## config.mk

```make
export PLATFORM = sky130hd
export DESIGN_NAME = pow2_softmax
export DESIGN_NICKNAME = d
export VERILOG_FILES = /design/src/rtl/psm_pkg.sv /design/src/rtl/psm_sum_tree.sv /design/src/rtl/psm_recip.sv /design/src/rtl/pow2_softmax.sv
export SDC_FILE = /design/constraint.sdc
export NUM_CORES = 1
export LEC_CHECK = 0
export ABC_AREA = 1
export BUFFER_PORTS_ARGS = -buffer_cell sky130_fd_sc_hd__buf_2
export CAP_MARGIN = 10
export CORE_ASPECT_RATIO = 1.5
export CORE_MARGIN = 2
export CORE_UTILIZATION = 45
export CTS_CLUSTER_SIZE = 30
export DETAILED_ROUTE_END_ITERATION = 10
export MAX_ROUTING_LAYER = met4
export SLEW_MARGIN = 15
export SYNTH_ARGS = -nofsm -noshare
export SYNTH_HDL_FRONTEND = slang
export SYNTH_SLANG_ARGS = --single-unit
```

## constraint.sdc

```tcl
create_clock -name clk -period 29.2 [get_ports clk]
set_clock_uncertainty 0.2 [all_clocks]
set_input_delay 2.92 -clock clk [delete_from_list [all_inputs] [get_ports clk]]
set_output_delay 2.92 -clock clk [all_outputs]
set_load 0.05 [all_outputs]
```

## src/rtl/psm_pkg.sv

```systemverilog
package psm_pkg;

    // Mantissa fraction width; the reciprocal coefficients are tied to it.
    localparam int MW = 8;
    // Working width of the reciprocal datapath (units of 2^-12).
    localparam int RW = 13;
    // Segment intercepts scaled by 2^12.
    localparam logic [RW-1:0] RCP_C_STEEP   = 13'd6528;
    localparam logic [RW-1:0] RCP_C_SHALLOW = 13'd4608;
    // 0.5 in units of 2^-12.
    localparam logic [RW-1:0] RCP_HALF      = 13'd2048;

    typedef enum logic {
        SEG_STEEP   = 1'b0,
        SEG_SHALLOW = 1'b1
    } rcp_seg_e;

endpackage

```

## src/rtl/psm_sum_tree.sv

```systemverilog
module psm_sum_tree
    import psm_pkg::*;
#(
    parameter int N   = 10,
    parameter int SW  = 8,
    parameter int ESW = 13
) (
    input  logic [N*SW-1:0]        scores,
    output logic signed [ESW-1:0]  sum_exp,
    output logic [MW-1:0]          sum_frac
);

    localparam int NODES = 2 * N;

    // Heap-ordered tree: node i adds nodes 2i and 2i+1, leaves at N..2N-1.
    logic signed [ESW-1:0] node_e [1:NODES-1];
    logic [MW-1:0]         node_f [1:NODES-1];

    function automatic logic [ESW+MW-1:0] fp_add(
        input logic signed [ESW-1:0] ea,
        input logic [MW-1:0]         fa,
        input logic signed [ESW-1:0] eb,
        input logic [MW-1:0]         fb
    );
        logic signed [ESW-1:0] e_big, e_small;
        logic [MW-1:0]         f_big, f_small;
        logic [ESW-1:0]        gap;
        logic [MW:0]           m_small;
        logic [MW+1:0]         m_sum;
        logic signed [ESW-1:0] e_res;
        logic [MW-1:0]         f_res;
        if (ea >= eb) begin
            e_big = ea; f_big = fa; e_small = eb; f_small = fb;
        end else begin
            e_big = eb; f_big = fb; e_small = ea; f_small = fa;
        end
        gap = ESW'(e_big - e_small);
        if (gap > ESW'(MW))
            m_small = '0;
        else
            m_small = {1'b1, f_small} >> gap;
        m_sum = {2'b01, f_big} + {1'b0, m_small};
        if (m_sum[MW+1]) begin
            e_res = e_big + ESW'(1);
            f_res = m_sum[MW:1];
        end else begin
            e_res = e_big;
            f_res = m_sum[MW-1:0];
        end
        return {e_res, f_res};
    endfunction

    always_comb begin
        for (int k = 0; k < N; k++) begin
            node_e[N+k] = ESW'(signed'(scores[k*SW +: SW]));
            node_f[N+k] = '0;
        end
        for (int i = N - 1; i >= 1; i--) begin
            {node_e[i], node_f[i]} = fp_add(node_e[2*i], node_f[2*i],
                                            node_e[2*i+1], node_f[2*i+1]);
        end
        sum_exp  = node_e[1];
        sum_frac = node_f[1];
    end

endmodule

```

## src/rtl/psm_recip.sv

```systemverilog
module psm_recip
    import psm_pkg::*;
(
    input  logic [MW-1:0] mant_frac,
    output logic [MW-1:0] rcp_frac
);

    rcp_seg_e       seg;
    logic [RW-1:0]  x_w;
    logic [RW-1:0]  y_w;

    always_comb begin
        seg = rcp_seg_e'(mant_frac[MW-1]);
        // Mantissa 1.f in units of 2^-8.
        x_w = RW'({1'b1, mant_frac});
        // Results in units of 2^-12.
        unique case (seg)
            SEG_STEEP:   y_w = RCP_C_STEEP   - (x_w << 3) - (x_w << 1);
            SEG_SHALLOW: y_w = RCP_C_SHALLOW - (x_w << 2) - x_w;
            default:     y_w = RCP_HALF;
        endcase
        // y in [0.5,1): fraction of 2y is (y - 0.5) * 2 in units of 2^-8.
        rcp_frac = MW'((y_w - RCP_HALF) >> 3);
    end

endmodule

```

## src/rtl/pow2_softmax.sv

```systemverilog
module pow2_softmax
    import psm_pkg::*;
#(
    parameter int N  = 10,
    parameter int SW = 8,
    parameter int EW = 9
) (
    input  logic                   clk,
    input  logic                   rst_n,
    input  logic                   in_valid,
    input  logic [N*SW-1:0]        in_scores,
    output logic                   out_valid,
    output logic [N*(EW+MW)-1:0]   out_probs
);

    localparam int ESW     = SW + $clog2(N) + 1;
    localparam int DW      = ESW + 1;
    localparam int OW      = EW + MW;
    localparam int EXP_MIN = -(1 << (EW - 1));

    typedef struct packed {
        logic            vld;
        logic [N*SW-1:0] scores;
    } state_t;

    state_t st_d, st_q;

    always_comb begin
        st_d     = st_q;
        st_d.vld = in_valid;
        if (in_valid)
            st_d.scores = in_scores;
    end

    always_ff @(posedge clk) begin
        if (!rst_n)
            st_q <= '0;
        else
            st_q <= st_d;
    end

    logic signed [ESW-1:0] sum_exp;
    logic [MW-1:0]         sum_frac;
    logic [MW-1:0]         rcp_frac;

    psm_sum_tree #(.N(N), .SW(SW), .ESW(ESW)) u_tree (
        .scores   (st_q.scores),
        .sum_exp  (sum_exp),
        .sum_frac (sum_frac)
    );

    psm_recip u_recip (
        .mant_frac (sum_frac),
        .rcp_frac  (rcp_frac)
    );

    for (genvar k = 0; k < N; k++) begin : g_class
        logic signed [DW-1:0] diff_d;
        logic signed [EW-1:0] exp_d;
        always_comb begin
            diff_d = DW'(signed'(st_q.scores[k*SW +: SW])) - DW'(sum_exp) - DW'(1);
            if (int'(diff_d) < EXP_MIN)
                exp_d = EW'(EXP_MIN);
            else
                exp_d = diff_d[EW-1:0];
        end
        assign out_probs[k*OW +: OW] = {exp_d, rcp_frac};

        // no output reaches 1.0
        a_r9_below_one: assert property (@(posedge clk) disable iff (!rst_n)
            out_valid |-> out_probs[k*OW + OW - 1]);
    end

    assign out_valid = st_q.vld;

    // a strobe is answered in the next cycle
    a_r2_valid_follows: assert property (@(posedge clk) disable iff (!rst_n)
        in_valid |=> out_valid);
    // no strobe, no valid
    a_r2_valid_single: assert property (@(posedge clk) disable iff (!rst_n)
        !in_valid |=> !out_valid);
    // outputs hold without a strobe
    a_r3_hold: assert property (@(posedge clk) disable iff (!rst_n)
        !in_valid |=> $stable(out_probs));
    // the shared reciprocal never exceeds 0.96875
    a_r5_recip_ceiling: assert property (@(posedge clk) disable iff (!rst_n)
        out_valid |-> (rcp_frac <= 8'd240));

endmodule

```

After elaboration in Yosys (flattened, before gate mapping). Cells that the tools add are included.

Register bits after elaboration: 81. Logic and storage cells: 156. Input port bits: 83. Output and inout bits: 171.

Add/subtract/negate cells: 52. Mux-type cells: 64. Shift operators: 9. Magnitude comparators: 28. Bitwise gates (word level): 1.

Operators by type and width (number): $mux W13 (27); $mux W9 (19); $lt A14 B9 Y1 const B (10); $sub A14 B2 Y14 const B (10); $sub A8 B13 Y14 (10); $mux W8 (17); $add A13 B2 Y13 const B (9); $gt A13 B4 Y1 const B (9); $sub A13 B13 Y13 (9); $shr A9 B13 Y9 const A (5); $ge A13 B13 Y1 (4); $shr A9 B13 Y9 (4); $add A9 B9 Y10 const A (5); $add A9 B9 Y10 (4); $ge A8 B8 Y1 (5); $pmux W11 S2 (1); $sub A10 B11 Y11 const A (1); $sub A11 B1 Y11 const B (1); $sub A11 B10 Y11 (1); $sub A11 B9 Y11 (1); $sub A9 B11 Y11 const A (1); $not A1 Y1 (1).

Logic depth before layout (Yosys ltp).
Depth in word-level cells: 32. Gate-level depth with buffers: 197. Depth with buffers taken out: 193.

Cells and area by module. A second synthesis with hierarchy kept.

Cells, all modules: 4958. Area, all modules: 26618.0 µm².

By module, submodules not included: psm_sum_tree (instances 1, area each 13940.9 µm², seq. area each 0.0 µm², cells an instance 2725); pow2_softmax (instances 1, area each 11868.9 µm², seq. area each 1621.6 µm², cells an instance 2079); psm_recip (instances 1, area each 808.3 µm², seq. area each 0.0 µm², cells an instance 154).

Worst setup path after synthesis. No wires, ideal clock.

Kind: register to output. Start point: reg st_q[63] (netlist name). End point: out out_probs[105]. Stages on the path, launching flop included: 170. Path slack: 2.701 ns. Data arrival time: 23.379 ns. Required time: 26.080 ns. Path buffers: 7. Cell sequence: dfxtp_1 -> inv_1 -> ha_1 -> nand2_2 -> nor2_1 -> nand3_1 -> nand3_1 -> nand3_2 -> nand2_1 -> nand3_2 -> ha_1 -> inv_1 -> nand2_2 -> nand2_1 -> nand2_1 -> xnor2_1 -> nand2_1 -> nor2_4 -> (+134 left out) -> nand2_1 -> a21oi_1 -> nor2_1 -> clkinv_1 -> nand3_4 -> buf_8 -> buf_6 -> inv_1 -> or2_2 -> o21ai_0 -> inv_1 -> ha_1 -> ha_1 -> a21oi_1 -> o21ai_1 -> a21o_1 -> o21ai_0 -> buf_4.

Cells in the longest elaborated chain, start to end: 32. Elaborated cells between the ends (all ways): 55. Classes of those cells: 16 x add/sub; 8 x order compare; 4 x shift; 26 x mux; 1 x bitwise.

Ends and longest elaborated chain: start: declaration (line pow2_softmax.sv:26) `state_t st_d, st_q;`; start signal: assignment (line pow2_softmax.sv:39) `st_q <= st_d;`; $ge A8 B8 Y1 (line psm_sum_tree.sv:32) `if (ea >= eb) begin`; $mux W13 (line psm_sum_tree.sv:32); $sub A13 B13 Y13 (line psm_sum_tree.sv:37) `gap = ESW'(e_big - e_small);`; $gt A13 B4 Y1 or $shr A9 B13 Y9 (tied branches) (line psm_sum_tree.sv:38, psm_sum_tree.sv:41); $mux W9 (line psm_sum_tree.sv:38) `if (gap > ESW'(MW))`; $add A9 B9 Y10 (line psm_sum_tree.sv:42) `m_sum = {2'b01, f_big} + {1'b0, m_small};`; $mux W13 (line psm_sum_tree.sv:43) `if (m_sum[MW+1]) begin`; $ge A13 B13 Y1 (line psm_sum_tree.sv:32); (+16 left out); $gt A13 B4 Y1 or $shr A9 B13 Y9 (tied branches) (line psm_sum_tree.sv:38, psm_sum_tree.sv:41); $mux W9 (line psm_sum_tree.sv:38); $add A9 B9 Y10 * (line psm_sum_tree.sv:42); $mux W8 * (line psm_sum_tree.sv:43); $sub A10 B11 Y11 or $sub A9 B11 Y11 (tied branches) (line psm_recip.sv:19, psm_recip.sv:18); $sub A11 B9 Y11 or $sub A11 B10 Y11 (tied branches) (line psm_recip.sv:19, psm_recip.sv:18); $pmux W11 S2 * (line psm_recip.sv:17) `unique case (seg)`; $sub A11 B1 Y11 * (line psm_recip.sv:23) `rcp_frac = MW'((y_w - RCP_HALF) >> 3);`; end: declaration (line pow2_softmax.sv:13) `output logic [N*(EW+MW)-1:0] out_probs`.

Every way passes the cells marked *; elsewhere a longest branch is shown, timed or not.

Worst setup path after layout.
Start point: reg st_q[76] (netlist name). End point: out out_probs[142].

The elaborated chain is that of the path after synthesis.

==> impl_metrics.prom <==
# TYPE chip_impl_metric gauge
chip_impl_info{name="synth_top_flop_cell",value="sky130_fd_sc_hd__dfxtp_1"} 1
chip_impl_info{name="min-delay-path-class",value="flop to flop"} 1
chip_impl_metric{name="antenna_found_initial",unit=""} 2
chip_impl_metric{name="cts.path.max_buffers",unit=""} 2
chip_impl_metric{name="post-route-worst-setup-slack",unit="ns"} 1.973
chip_impl_metric{name="grt_start_max_net_pins",unit=""} 89
chip_impl_metric{name="gp_congestion",unit=""} 1.065
chip_impl_metric{name="top_area_cell_type_share_of_the_netlist_area",unit="%"} 20.41
chip_impl_metric{name="start_util",unit="%"} 45.62
chip_impl_metric{name="avgSynthCellArea",unit="um^2"} 5.465
chip_impl_metric{name="crit_buf_inv",unit=""} 25
chip_impl_metric{name="hold_violations",unit=""} 0
chip_impl_metric{name="place_hpwl",unit="um"} 86810
chip_impl_info{name="layout_commonest_cell",value="sky130_fd_sc_hd__nand2_1"} 1
chip_impl_metric{name="regToRegSetupSlack",unit="ns"} 27.72
chip_impl_metric{name="maxSlewViolCount",unit=""} 0
chip_impl_metric{name="synth_cells",unit=""} 4661
chip_impl_metric{name="post_route_fraction_of_the_period_consumed_by_the_critical_path",unit="%"} 93.24
chip_impl_info{name="end_kind",value="output pin"} 1
chip_impl_metric{name="drive_above_1_share",unit="%"} 13.51
chip_impl_metric{name="yosys_warnings",unit=""} 0
chip_impl_metric{name="final_setup_violations",unit=""} 0
chip_impl_metric{name="placedInstanceArea",unit="um^2"} 27000
chip_impl_metric{name="wire_length_reported_by_the_detailed_router",unit="um"} 104200
chip_impl_metric{name="tritoncts_num_sinks",unit=""} 81
chip_impl_metric{name="synth_cell_types",unit=""} 70
chip_impl_metric{name="global_route_wire_length_before_repair",unit="um"} 155700
chip_impl_metric{name="place_worst_setup_slack",unit="ns"} 0.8488
chip_impl_metric{name="drc",unit=""} 0
chip_impl_info{name="outcome",value="finished, final reports clean"} 1
chip_impl_metric{name="slew_headroom",unit="%"} 28.33
chip_impl_metric{name="detail_route.wl_per_cell",unit="um"} 18.59
chip_impl_metric{name="die_area",unit="um^2"} 58560
chip_impl_info{name="clockRootBuffer",value="sky130_fd_sc_hd__clkbuf_16"} 1
chip_impl_metric{name="filler_cell_count",unit=""} 6308
chip_impl_info{name="worst_setup_path_start_kind",value="flop"} 1
chip_impl_metric{name="port_buffers",unit=""} 253
chip_impl_metric{name="synth-edff-count",unit=""} 0
chip_impl_metric{name="htreeDepth",unit=""} 3
chip_impl_info{name="path_delay_family",value="simple AND/OR/NAND/NOR gates"} 1
chip_impl_info{name="ranking_of_synthesized_cells_by_area",value="sky130_fd_sc_hd__nand2_1, sky130_fd_sc_hd__ha_1, sky130_fd_sc_hd__inv_1"} 1
chip_impl_metric{name="cts_made_buffers",unit=""} 9
chip_impl_info{name="worst_path_max_delay_cell",value="sky130_fd_sc_hd__a21oi_1"} 1
chip_impl_metric{name="residual_overflow_from_global_routing",unit=""} 0
chip_impl_metric{name="number_of_global_route_vias_before_repair",unit=""} 28680
chip_impl_metric{name="worstSkewPairLatency",unit="ns"} 0.38
chip_impl_metric{name="max_cap_viol_count",unit=""} 0
chip_impl_metric{name="detail_route.iter0.violations",unit=""} 1978
chip_impl_metric{name="antenna_left",unit=""} 0
chip_impl_metric{name="fmaxAchievable",unit="MHz"} 36.73
chip_impl_metric{name="final_util",unit="%"} 50.58
chip_impl_info{name="crit_path_top_cell_by_count",value="sky130_fd_sc_hd__nand2_1"} 1
chip_impl_metric{name="clkTransAtPathRegs",unit="ns"} 0.07
chip_impl_metric{name="first_pass_iteration_count_of_the_detailed_router",unit=""} 8
chip_impl_info{name="final_cell_mix",value="sky130_fd_sc_hd__nand2_1, sky130_fd_sc_hd__inv_1, sky130_fd_sc_hd__nor2_1, sky130_fd_sc_hd__o21ai_0, sky130_fd_sc_hd__a21oi_1"} 1
chip_impl_metric{name="groute.usage.overall",unit="%"} 35.38
chip_impl_metric{name="worstPathArrival",unit="ns"} 24.11
chip_impl_metric{name="fin_setup_tns",unit="ns"} 0
chip_impl_metric{name="num_io_pins",unit=""} 254
chip_impl_metric{name="path_max_fanout",unit=""} 30
chip_impl_metric{name="stdcell_area",unit="um^2"} 28240
chip_impl_metric{name="final_net_count",unit=""} 5157
chip_impl_metric{name="ys_ff_latch",unit=""} 81
chip_impl_metric{name="tightest_slew",unit="ns"} 1.064
chip_impl_metric{name="synthToLayoutAreaGrowth",unit="%"} 10.89
chip_impl_metric{name="die_width",unit="um"} 198.3
chip_impl_metric{name="crit_path_max_incr_delay",unit="ns"} 0.42
chip_impl_metric{name="design.core.area",unit="um^2"} 55840
chip_impl_metric{name="synth_seq_area_share",unit="%"} 6.366
chip_impl_metric{name="die_height",unit="um"} 295.4
chip_impl_metric{name="num_rows",unit=""} 106
chip_impl_metric{name="vias_per_cell",unit=""} 5.507
chip_impl_metric{name="async_flop_share",unit="%"} 0
chip_impl_info{name="tritoncts",value="yes"} 1
chip_impl_metric{name="synth_nets",unit=""} 4974
chip_impl_metric{name="min_period",unit="ns"} 27.23
chip_impl_metric{name="vias",unit=""} 30870
chip_impl_metric{name="syn-cell-area",unit="um^2"} 25470
chip_impl_metric{name="critical_path_required",unit="ns"} 26.08
chip_impl_info{name="synth_largest_area_cell",value="sky130_fd_sc_hd__nand2_1"} 1
chip_impl_info{name="criticalPathCategory",value="flop to output pin"} 1
==> final timing paths <==
path | startpoint | end | cells after the start
max | st_q[76] | out_probs[142] | 174
min | st_q[18] | st_q[18] | 2
max reg2reg | st_q[71] | st_q[71] | 3
min reg2reg | st_q[18] | st_q[18] | 2
==> per-stage QoR <==
stage / hold slack (ns) / instances
after floorplan: 0.2737 / 4661
after global routing: 0.3905 / 5606
after CTS: 0.3554 / 5571
after detailed placement: 0.3405 / 5556
final: 0.3624 / 5606
after global placement: 0.3410 / 5556
==> repair_timing <==
action                                  CTS  global route
resized for setup                         0           222
buffers inserted                          0            28
hold buffers                              0             0
endpoints found under the setup margin    0           170
==> worst min-delay path: cells and delay by family (launching register included) <==
family | cells | cell delay, ns
AOI/OAI and AO/OA | 1 | 0.07
DFF | 1 | 0.35
buffers and inverters | 1 | 0.10
==> flip-flops by register name, indices dropped and copies added (netlist names) <==
signal and count:
out_valid 1, st_q 80
==> cell type report <==
type	instances	area, um^2	share of cell area (%)
multi-input combinational	3729	20670	73.20
antenna	2	5.005	0.01772
sequential	81	1627	5.759
inverter	703	2656	9.405
clock buffer	11	242.7	0.8594
timing repair buffer	320	2041	7.225
tap	756	945.9	3.349
clock inverter	4	52.55	0.1861
==> synthesized netlist by cell type, types with 5 or more instances <==
master	n
sky130_fd_sc_hd__a21boi_0	6
sky130_fd_sc_hd__nand3_2	24
sky130_fd_sc_hd__xor2_1	135
sky130_fd_sc_hd__ha_1	226
sky130_fd_sc_hd__or2_2	25
sky130_fd_sc_hd__nor2_4	6
sky130_fd_sc_hd__a21oi_2	22
sky130_fd_sc_hd__buf_2	8
sky130_fd_sc_hd__o21ai_2	6
sky130_fd_sc_hd__nor2_2	12
sky130_fd_sc_hd__inv_1	646
sky130_fd_sc_hd__mux2i_1	8
sky130_fd_sc_hd__a31oi_1	23
sky130_fd_sc_hd__a21oi_1	332
sky130_fd_sc_hd__nor3_1	47
sky130_fd_sc_hd__nor4_1	11
sky130_fd_sc_hd__a21boi_1	16
sky130_fd_sc_hd__nand2_2	72
sky130_fd_sc_hd__o21ai_0	339
sky130_fd_sc_hd__nor2_1	347
sky130_fd_sc_hd__inv_2	45
sky130_fd_sc_hd__nand4_1	104
sky130_fd_sc_hd__o2111ai_1	5
sky130_fd_sc_hd__xnor2_1	48
sky130_fd_sc_hd__a211oi_1	12
sky130_fd_sc_hd__nand2_1	1385
sky130_fd_sc_hd__buf_6	6
sky130_fd_sc_hd__dfxtp_1	81
sky130_fd_sc_hd__nand3b_1	11
sky130_fd_sc_hd__nand3_4	5
sky130_fd_sc_hd__nand2_4	7
sky130_fd_sc_hd__clkinv_1	12
sky130_fd_sc_hd__o21ai_1	38
sky130_fd_sc_hd__buf_4	87
sky130_fd_sc_hd__o22ai_1	8
sky130_fd_sc_hd__o31ai_1	5
sky130_fd_sc_hd__o221ai_1	9
sky130_fd_sc_hd__clkbuf_1	42
sky130_fd_sc_hd__o21bai_1	43
sky130_fd_sc_hd__o211ai_1	24
sky130_fd_sc_hd__nand3_1	317
==> kinds of logic after synthesis <==
family,synth area share (%)
simple gates,40.99
compound gates,20.10
buf+inv,14.39
fa+ha+maj,11.42
xor+xnor,6.420
flops,6.366
mux,0.3144
==> metal layers <==
layer	vias up	wire [um]	global-route usage [%]
met3	340	5101	3.890
met5	-	0	-
li1	15540	-	-
met4	0	8802	24.79
met1	14010	39360	36.38
met2	988	50950	62.71
Power is left out: the tool's default activity adds up to more than one toggle a clock period on the data nets, which glitch-free logic cannot reach.
